## src/rtl/cfgrf_pkg.sv

```systemverilog
package cfgrf_pkg;

   // Bank geometry
   localparam logic [7:0] BANK_BASE  = 8'h40;
   localparam int         BANK_SLOTS = 13;

   // Slot offsets that feed outputs
   localparam int SLOT_SYS    = 1;   // holds the soft-reset enable
   localparam int SLOT_NMI0   = 4;
   localparam int SLOT_NMIEN  = 11;
   localparam int SLOT_EMS    = 12;
   localparam int NMIEN_BIT   = 6;
   localparam int SRST_EN_BIT = 6;
   localparam int SRST_GO_BIT = 3;

   localparam logic [7:0] CTL_A_MASK = 8'h7E;

   typedef enum logic [2:0] {
      SEL_NONE,
      SEL_INDEX,
      SEL_DATA,
      SEL_CTL_A,
      SEL_SCRATCH,
      SEL_RESET
   } port_sel_e;

   function automatic logic slot_present(input int s);
      return (s != 10);
   endfunction

   function automatic logic [7:0] slot_mask(input int s);
      case (s)
         0:       return 8'hC7;
         1:       return 8'hED;
         2:       return 8'h01;
         default: return 8'hFF;
      endcase
   endfunction

   function automatic logic [7:0] slot_default(input int s);
      case (s)
         0:       return 8'h01;
         3:       return 8'h30;
         8:       return 8'h01;
         default: return 8'h00;
      endcase
   endfunction

endpackage

```

## src/rtl/cfg_index_ctrl.sv

```systemverilog
module cfg_index_ctrl (
   input  logic       clk,
   input  logic       rst_n,
   input  logic       clr,
   input  logic       idx_wr,
   input  logic       data_acc,
   input  logic [7:0] wdata,
   output logic [7:0] index,
   output logic       access
);

   always_ff @(posedge clk or negedge rst_n) begin
      if (!rst_n) begin
         index  <= '0;
         access <= 1'b0;
      end else if (clr) begin
         index  <= '0;
         access <= 1'b0;
      end else if (idx_wr) begin
         index  <= wdata;
         access <= 1'b1;
      end else if (data_acc) begin
         access <= 1'b0;
      end
   end

endmodule

```

## src/rtl/cfg_reg_bank.sv

```systemverilog
module cfg_reg_bank #(
   parameter logic [7:0] BASE  = cfgrf_pkg::BANK_BASE,
   parameter int         SLOTS = cfgrf_pkg::BANK_SLOTS
) (
   input  logic                  clk,
   input  logic                  rst_n,
   input  logic                  clr,
   input  logic                  wr_en,
   input  logic [7:0]            index,
   input  logic [7:0]            wdata,
   output logic                  hit,
   output logic [7:0]            rdata,
   output logic [SLOTS-1:0]      slot_we,
   output logic [SLOTS-1:0][7:0] regs_o
);
   import cfgrf_pkg::*;

   if (SLOTS < 1 || (int'(BASE) + SLOTS) > 256) begin : g_bad_geom
      $error("cfg_reg_bank: slot range leaves the index space");
   end

   for (genvar s = 0; s < SLOTS; s++) begin : g_slot
      if (slot_present(s)) begin : g_reg
         logic [7:0] q;
         assign slot_we[s] = wr_en && (index == BASE + 8'(s));
         always_ff @(posedge clk or negedge rst_n) begin
            if (!rst_n)          q <= slot_default(s);
            else if (clr)        q <= slot_default(s);
            else if (slot_we[s]) q <= wdata & slot_mask(s);
         end
         assign regs_o[s] = q;
      end else begin : g_hole
         assign slot_we[s] = 1'b0;
         assign regs_o[s]  = '0;
      end
   end

   always_comb begin
      hit   = 1'b0;
      rdata = 8'hFF;
      for (int s = 0; s < SLOTS; s++) begin
         if (slot_present(s) && index == BASE + 8'(s)) begin
            hit   = 1'b1;
            rdata = regs_o[s];
         end
      end
   end

endmodule

```

## src/rtl/cfg_direct_ports.sv

```systemverilog
module cfg_direct_ports (
   input  logic       clk,
   input  logic       rst_n,
   input  logic       we_ctl_a,
   input  logic       we_scratch,
   input  logic       we_reset,
   input  logic [7:0] wdata,
   input  logic       srst_enable,
   output logic [7:0] ctl_a,
   output logic [7:0] scratch,
   output logic [7:0] reset_ctl,
   output logic       sw_reset
);
   import cfgrf_pkg::*;

   always_ff @(posedge clk or negedge rst_n) begin
      if (!rst_n) begin
         ctl_a     <= '0;
         scratch   <= '0;
         reset_ctl <= '0;
         sw_reset  <= 1'b0;
      end else if (sw_reset) begin
         ctl_a     <= '0;
         scratch   <= '0;
         reset_ctl <= '0;
         sw_reset  <= 1'b0;
      end else begin
         if (we_ctl_a)   ctl_a     <= wdata & CTL_A_MASK;
         if (we_scratch) scratch   <= wdata;
         if (we_reset)   reset_ctl <= wdata;
         sw_reset <= we_reset && wdata[SRST_GO_BIT] && srst_enable;
      end
   end

endmodule

```

## src/rtl/cfg_regfile.sv

```systemverilog
module cfg_regfile #(
   parameter int                ADDR_W        = 16,
   parameter logic [ADDR_W-1:0] INDEX_PORT    = ADDR_W'(16'h0022),
   parameter logic [ADDR_W-1:0] DATA_PORT     = ADDR_W'(16'h0023),
   parameter logic [ADDR_W-1:0] CTL_A_PORT   = ADDR_W'(16'h0072),
   parameter logic [ADDR_W-1:0] SCRATCH_PORT = ADDR_W'(16'h007E),
   parameter logic [ADDR_W-1:0] RESET_PORT   = ADDR_W'(16'h007F)
) (
   input  logic              clk,
   input  logic              rst_n,
   input  logic [ADDR_W-1:0] io_addr,
   input  logic              io_wr,
   input  logic              io_rd,
   input  logic [7:0]        io_wdata,
   output logic [7:0]        io_rdata,
   output logic [31:0]       nmi_vector,
   output logic              nmi_vec_en,
   output logic [7:0]        ems_cfg,
   output logic              ems_cfg_wr,
   output logic              sw_reset
);
   import cfgrf_pkg::*;

   localparam int SLOTS = BANK_SLOTS;

   if (ADDR_W < 8) begin : g_bad_width
      $error("cfg_regfile: ADDR_W must be at least 8");
   end
   if (INDEX_PORT == DATA_PORT) begin : g_bad_ports
      $error("cfg_regfile: index and data ports must differ");
   end

   port_sel_e             sel;
   logic [7:0]            index;
   logic                  access_flag;
   logic                  bank_hit;
   logic [7:0]            bank_rdata;
   logic [SLOTS-1:0]      slot_we;
   logic [SLOTS-1:0][7:0] regs;
   logic [7:0]            ctl_a, scratch, reset_ctl;
   logic                  data_acc;

   always_comb begin
      if      (io_addr == INDEX_PORT)   sel = SEL_INDEX;
      else if (io_addr == DATA_PORT)    sel = SEL_DATA;
      else if (io_addr == CTL_A_PORT)   sel = SEL_CTL_A;
      else if (io_addr == SCRATCH_PORT) sel = SEL_SCRATCH;
      else if (io_addr == RESET_PORT)   sel = SEL_RESET;
      else                              sel = SEL_NONE;
   end

   assign data_acc = (io_wr || io_rd) && (sel == SEL_DATA);

   cfg_index_ctrl u_index (
      .clk      (clk),
      .rst_n    (rst_n),
      .clr      (sw_reset),
      .idx_wr   (io_wr && sel == SEL_INDEX),
      .data_acc (data_acc),
      .wdata    (io_wdata),
      .index    (index),
      .access   (access_flag)
   );

   cfg_reg_bank #(.BASE(BANK_BASE), .SLOTS(SLOTS)) u_bank (
      .clk     (clk),
      .rst_n   (rst_n),
      .clr     (sw_reset),
      .wr_en   (io_wr && sel == SEL_DATA && access_flag),
      .index   (index),
      .wdata   (io_wdata),
      .hit     (bank_hit),
      .rdata   (bank_rdata),
      .slot_we (slot_we),
      .regs_o  (regs)
   );

   cfg_direct_ports u_direct (
      .clk         (clk),
      .rst_n       (rst_n),
      .we_ctl_a    (io_wr && sel == SEL_CTL_A),
      .we_scratch  (io_wr && sel == SEL_SCRATCH),
      .we_reset    (io_wr && sel == SEL_RESET),
      .wdata       (io_wdata),
      .srst_enable (regs[SLOT_SYS][SRST_EN_BIT]),
      .ctl_a       (ctl_a),
      .scratch     (scratch),
      .reset_ctl   (reset_ctl),
      .sw_reset    (sw_reset)
   );

   // Strobe marking a committed expanded-memory configuration write
   always_ff @(posedge clk or negedge rst_n) begin
      if (!rst_n)        ems_cfg_wr <= 1'b0;
      else if (sw_reset) ems_cfg_wr <= 1'b0;
      else               ems_cfg_wr <= slot_we[SLOT_EMS];
   end

   for (genvar b = 0; b < 4; b++) begin : g_nmi_byte
      assign nmi_vector[8*b +: 8] = regs[SLOT_NMI0 + b];
   end
   assign nmi_vec_en = regs[SLOT_NMIEN][NMIEN_BIT];
   assign ems_cfg    = regs[SLOT_EMS];

   always_comb begin
      io_rdata = 8'hFF;
      if (io_rd) begin
         case (sel)
            SEL_INDEX:   io_rdata = index;
            SEL_DATA:    io_rdata = (access_flag && bank_hit) ? bank_rdata : 8'hFF;
            SEL_CTL_A:   io_rdata = ctl_a;
            SEL_SCRATCH: io_rdata = scratch;
            SEL_RESET:   io_rdata = reset_ctl;
            default:     io_rdata = 8'hFF;
         endcase
      end
   end

   logic unused_bank;
   assign unused_bank = ^{slot_we[SLOTS-1], slot_we[SLOT_EMS-1:0]};

endmodule

```

## config.mk

```make
export PLATFORM = sky130hd
export DESIGN_NAME = cfg_regfile
export DESIGN_NICKNAME = d
export VERILOG_FILES = /design/src/rtl/cfgrf_pkg.sv /design/src/rtl/cfg_index_ctrl.sv /design/src/rtl/cfg_reg_bank.sv /design/src/rtl/cfg_direct_ports.sv /design/src/rtl/cfg_regfile.sv
export SDC_FILE = /design/constraint.sdc
export NUM_CORES = 1
export LEC_CHECK = 0
export BUFFER_PORTS_ARGS = -buffer_cell sky130_fd_sc_hd__buf_2
export CAP_MARGIN = 5
export CORE_MARGIN = 2
export CORE_UTILIZATION = 28
export DETAILED_ROUTE_END_ITERATION = 8
export PLACE_DENSITY = 0.53
export SKIP_LAST_GASP = 1
export SLEW_MARGIN = 10
export SYNTH_ARGS = -nofsm -noshare
export SYNTH_HDL_FRONTEND = slang
export SYNTH_HIERARCHICAL = 1
export SYNTH_SLANG_ARGS = --single-unit
```

## constraint.sdc

```tcl
create_clock -name clk -period 3.3 [get_ports clk]
set_input_delay 0.33 -clock clk [delete_from_list [all_inputs] [get_ports clk]]
set_output_delay 0.33 -clock clk [all_outputs]
set_load 0.02 [all_outputs]
```

# Yosys cells after proc, flatten, opt, wreduce, memory -nomap -nowiden
# Cells that the tools add are included.
[op_classes] n_eq_ne=22 mux=69 reduce_logical=40
[op_table] operator="8-bit 2-to-1 mux" count=46
[op_table] operator="8-bit by 7-bit equality test with 1-bit output (second input constant)" count=12
[op_table] operator="16-bit by 7-bit equality test with 1-bit output (second input constant)" count=3
[op_table] operator="8-bit one-hot mux with 5 select lines" count=1
[op_table] operator="16-bit by 6-bit equality test with 1-bit output (second input constant)" count=2
[op_table] operator="2-bit nonzero test" count=16
[op_table] operator="1-bit logical AND" count=22
[op_table] operator="1-bit 2-to-1 mux" count=17
[op_table] operator="3-bit 2-to-1 mux" count=5
[op_table] operator="3-bit by 2-bit equality test with 1-bit output (second input constant)" count=2
[op_table] operator="3-bit equality test (second input constant)" count=2
[op_table] operator="3-bit by 1-bit equality test with 1-bit output (second input constant)" count=1
[op_table] operator="3-bit nonzero test" count=1
[op_table] operator="1-bit logical OR" count=1
[word_totals] regBits=131 inputBits=28 elab_cells=150

# Longest topological paths before layout
[logic_depth] depth_word=17 depth_mapped=11 depth_no_buf=8

# By module
# The synthesis kept the hierarchy.
[modules_own_cells] mod="cfg_reg_bank" cells_each=470 area_per_inst_um2=4740.8 seq_area_each_um2=2107.0 n_inst=1
[modules_own_cells] mod="cfg_direct_ports" cells_each=76 area_per_inst_um2=947.2 seq_area_each_um2=575.6 n_inst=1
[modules_own_cells] mod="cfg_regfile" cells_each=87 area_per_inst_um2=685.7 seq_area_each_um2=25.0 n_inst=1
[modules_own_cells] mod="cfg_index_ctrl" cells_each=30 area_per_inst_um2=366.6 seq_area_each_um2=225.2 n_inst=1

# Worst setup path before layout
# No wires, ideal clock.
[synth_timing] kind="in2reg" start="input port io_addr[14]" end="register u_bank.g_slot[8].g_reg.q[0]" arrival_ns=2.766 path_stages=10 path_buffers=2 t_required_ns=3.218 setup_time_ns=0.082 slack_ns=0.452 path_cell_list="or4b_4 > nor3_2 > and2_1 > and3_1 > clkbuf_1 > nand3b_1 > nor3_4 > buf_6 > nor2b_2 > a211o_1"
[synth_between] elab_chain_len=11 elab_cells_between_ends=15 classes_between="eq/ne (6); mux (5); reduce/logical (4)"
[synth_rtl] item="from (decl)" line_no="cfg_regfile.sv:11" text="input logic [ADDR_W-1:0] io_addr,"
[synth_rtl] item="16-bit by 7-bit equality test with 1-bit output" line_no="cfg_regfile.sv:48" text="else if (io_addr == RESET_PORT) sel = SEL_RESET;"
[synth_rtl] item="3-bit 2-to-1 mux" line_no="cfg_regfile.sv:48"
[synth_rtl] item="3-bit 2-to-1 mux" line_no="cfg_regfile.sv:47" text="else if (io_addr == SCRATCH_PORT) sel = SEL_SCRATCH;"
[synth_rtl] item="3-bit 2-to-1 mux" line_no="cfg_regfile.sv:46" text="else if (io_addr == CTL_A_PORT) sel = SEL_CTL_A;"
[synth_rtl] item="3-bit 2-to-1 mux" line_no="cfg_regfile.sv:45" text="else if (io_addr == DATA_PORT) sel = SEL_DATA;"
[synth_rtl] item="3-bit 2-to-1 mux (*)" line_no="cfg_regfile.sv:44" text="if (io_addr == INDEX_PORT) sel = SEL_INDEX;"
[synth_rtl] item="3-bit by 2-bit equality test with 1-bit output (*)" line_no="cfg_regfile.sv:69" text=".wr_en (io_wr && sel == SEL_DATA && access_flag),"
[synth_rtl] item="1-bit logical AND (*) (2 in a row)" line_no="cfg_regfile.sv:69"
[synth_rtl] item="1-bit logical AND (*)" line_no="cfg_reg_bank.sv:25" text="assign slot_we[s] = wr_en && (index == BASE + 8'(s));"
[synth_rtl] item="via slot_we[8]" line_no="cfg_regfile.sv:38" text="logic [SLOTS-1:0] slot_we;"
[synth_rtl] item="2-bit nonzero test (no line) (*)"
[synth_rtl] item="to (signal assigned)" line_no="cfg_reg_bank.sv:27" text="if (!rst_n) q <= slot_default(s);"
[synth_rtl] item="to (signal assigned)" line_no="cfg_reg_bank.sv:28" text="else if (clr) q <= slot_default(s);"
[synth_rtl] item="to (signal assigned)" line_no="cfg_reg_bank.sv:29" text="else if (slot_we[s]) q <= wdata & slot_mask(s);"
[synth_rtl] item="to (decl)" line_no="cfg_reg_bank.sv:24" text="logic [7:0] q;"
# Mark *: on every way through the listed nets, which the timed path passes. The rest lies on a longest branch.
# A chain may end at the register's enable or synchronous reset.

# Final worst setup path
[layout_timing] start="register u_index.index[2]" end="output port io_rdata[6]"
[layout_between] elab_cells_between_ends=40 classes_between="eq/ne (12); mux (27); reduce/logical (1)"
[layout_lines] item="from (decl)" line_no="cfg_index_ctrl.sv:8" text="output logic [7:0] index,"
[layout_lines] item="from (signal assigned)" line_no="cfg_index_ctrl.sv:20" text="index <= wdata;"
[layout_lines] item="8-bit by 7-bit equality test with 1-bit output" line_no="cfg_reg_bank.sv:42" text="if (slot_present(s) && index == BASE + 8'(s)) begin"
[layout_lines] item="8-bit 2-to-1 mux (11 in a row)" line_no="cfg_reg_bank.sv:42"
[layout_lines] item="8-bit 2-to-1 mux (*)" line_no="cfg_reg_bank.sv:42"
[layout_lines] item="via bank_rdata[6]" line_no="cfg_regfile.sv:37" text="logic [7:0] bank_rdata;"
[layout_lines] item="8-bit 2-to-1 mux (*)" line_no="cfg_regfile.sv:110" text="SEL_DATA: io_rdata = (access_flag && bank_hit) ? bank_rdata : 8'hFF;"
[layout_lines] item="8-bit one-hot mux with 5 select lines (*)" line_no="cfg_regfile.sv:108" text="case (sel)"
[layout_lines] item="8-bit 2-to-1 mux (*)" line_no="cfg_regfile.sv:107" text="if (io_rd) begin"
[layout_lines] item="to (decl)" line_no="cfg_regfile.sv:15" text="output logic [7:0] io_rdata,"
# Marked as above.

==> impl_results.md <==
* Port Buffers at 78
* Startpoint Class: register
* CTS tree: built
* Violated checks: hold timing
* Area grow syn2layout at 21.99%
* CTS Buffer Depth at 2
* DR iter-0 viols at 428
* Worst hold slack at -0.05795 ps
* Crit-path cells: buf_12 -> inv_1 -> nand3_1 -> a311o_1 -> a32o_1 -> nand3b_1 -> a32oi_1 -> o2111ai_1 -> buf_2
* Starting density of the core at 28.75%
* CP bufs+invs at 3
* Critical Path Slowest Stage Cell: dfrtp_1
* Power density cells at 451.5 nW/um^2
* Stages on the worst setup path at 9
* Critical R2R Launch: u_index/index[5]$_DFFE_PN0P_
* Final hold vios at 1
* CP endpoint kind: output port
* Area post-placement at 7311 um^2
* Fin. max-slew vios at 0
* Top delay family on crit path: compound AO/OA/AOI/OAI gates
* Clk_lat worst skew at 420 ps
* Maxcap violations at 0
* Clock skew at 7.660 ps
* Worst Path Required at 2970 ps
* Global Route Usage Sum at 17.14%
* Mean Syn Cell Area at 10.35 um^2
* Die height at 156.9 um
* Mapped Cells at 633
* Final HPWL DP at 13.80 mm
* Max VDD drop at 342.3 uV
* Crit path DAT at 2860 ps
* I/O pin total at 79
* Worst slew margin at 46.57%
* Final GP Congestion at 0.8767
* Flop2flop setup slack at 1080 ps
* DRT Pass-1 Iters at 7
* First-pass GRT wire length at 31.69 mm
* Sink Count at 117
* Worst reg2reg path endpoint: u_bank/g_slot[8].g_reg.q[1]$_DFFE_PN0P_
* Vias in the first global route at 5242
* Die area at 24630 um^2
* Min Tclk post-route at 3193 ps
* Hold Crit Class: in2async
* Via Count at 5175
* Worst Setup Path Type: reg2out
* Drt drc at 0
* Total power draw at 3.607 mW
* Finished layout cell area at 7989 um^2
* Final critical-path share of the clock period at 96.77%
* Highest cell delay on the worst timing path at 490 ps
* Setup bufs post-CTS at 0
* ANT cells at 0
* P_leak at 3.997 nW
* Setup-violating endpoint count in the final report at 0
* Initial antenna violation count at 0
* R2r worst-path depth at 6
* Post-Route WL at 20.30 mm
* Maximum level of the CTS H-tree at 4
* Share of layout cells above drive strength 1 at 26.96%
* ANT nets after route at 0
* Worst-Margin Slew at 794.8 ps
* GRT Residual Overflow at 0
* Crit path from: u_index/index[2]$_DFFE_PN0P_
* Clk slew on worst S/H paths at 50 ps
* Pin count of the biggest net entering global routing at 61
* Status: finished, violations left
* Die W at 156.9 um
* Fin nets at 731
* DR vias/cell at 5.029
* RSZ-0062 raised after global routing: yes
* FP Rows at 55
* Root buffer cell: clkbuf_16
* Routed WL per cell at 19.72 um
* Critical path peak fanout at 25
* Yosys warnings at 6
* CP endpoint: io_rdata[6]
* Fmax at 313.1 MHz
* Core area at 22780 um^2
* TritonCTS buffer count at 17
* Mapped cell area at 6549 um^2
## placed cells by master, fill, tap and decap left out, types with 10 or more instances in the layout
master / count
buf_2: 77
a32oi_1: 10
nor2_1: 124
mux2_2: 15
mux2i_1: 124
clkbuf_16: 17
buf_4: 32
nand3b_1: 11
nor3_2: 10
nand2_1: 11
nand3_1: 13
dfrtp_1: 109
## sequential cells by signal, summed over array words and instances (netlist names)
name                   cells
u_direct/reset_ctl         8
u_direct/scratch           8
u_index/index              8
u_index/access             1
ems_cfg_wr                 1
u_direct/ctl_a             6
u_direct/sw_reset          1
u_bank/g_slot.g_reg.q     84
## worst min path at each step
stage	end	cells after the start
4_1_cts	u_bank/g_slot[7].g_reg.q[7]$_DFFE_PN0P_	1
3_5_place_dp	u_bank/g_slot[7].g_reg.q[7]$_DFFE_PN0P_	1
5_1_grt	u_bank/g_slot[5].g_reg.q[7]$_DFFE_PN0P_	1
2_1_floorplan	ems_cfg_wr$_DFF_PN0_	0
3_3_place_gp	u_bank/g_slot[7].g_reg.q[7]$_DFFE_PN0P_	1
6_report	u_bank/g_slot[7].g_reg.q[7]$_DFFE_PN0P_	1
## area by class of cell
type,count,area [um^2]
multi-input combinational,446,3279
timing repair buffer,112,685.7
tap,313,391.6
sequential,117,2940
clock buffer,21,460.4
clock inverter,11,197.7
inverter,9,33.78
fill,2301,14790
## timing repair
action | CTS | global route
gates cloned | 0 | 0
hold buffers | 0 | 0
gates resized for setup | 2 | 5
endpoints found under the setup margin | 3 | 8
## routing by layer
metal | wire [um] | GRT usage, % | part of all wire [%] | up-vias
met2 | 9294 | 26.69 | 46 | 158
met5 | 0 | 0 | 0 | -
met1 | 9624 | 23.84 | 47 | 2592
met4 | 246 | 4.194 | 1.2 | 0
li1 | - | - | - | 2407
met3 | 1130 | 4.378 | 5.6 | 18
## report_power, final
| part | internal, mW | switching, mW | leakage (nW) | total [mW] |
|---|---|---|---|---|
| Clock | 1.38 | 0.683 | 0.318 | 2.07 |
| Combinational | 0.0238 | 0.0799 | 2.07 | 0.104 |
| Sequential | 1.44 | 0.000173 | 1.61 | 1.44 |
| Total | 2.84 | 0.763 | 4.00 | 3.61 |
## through the flow
stage               hold slack, ps  setup TNS (ps)  util [%]  std cells  setup slack [ps]
floorplan                    34.41               0         -        634             452.3
CTS                          24.74               0     35.02       1029             11.38
global route                 60.55          -68.23     35.07       1029            -58.07
global placement             472.7               0     32.10        997             404.5
finish                    -0.05795               0     35.07       1029             106.6
detailed placement           472.4               0     32.10        997             388.6
(Power assumes the default switching activity.)
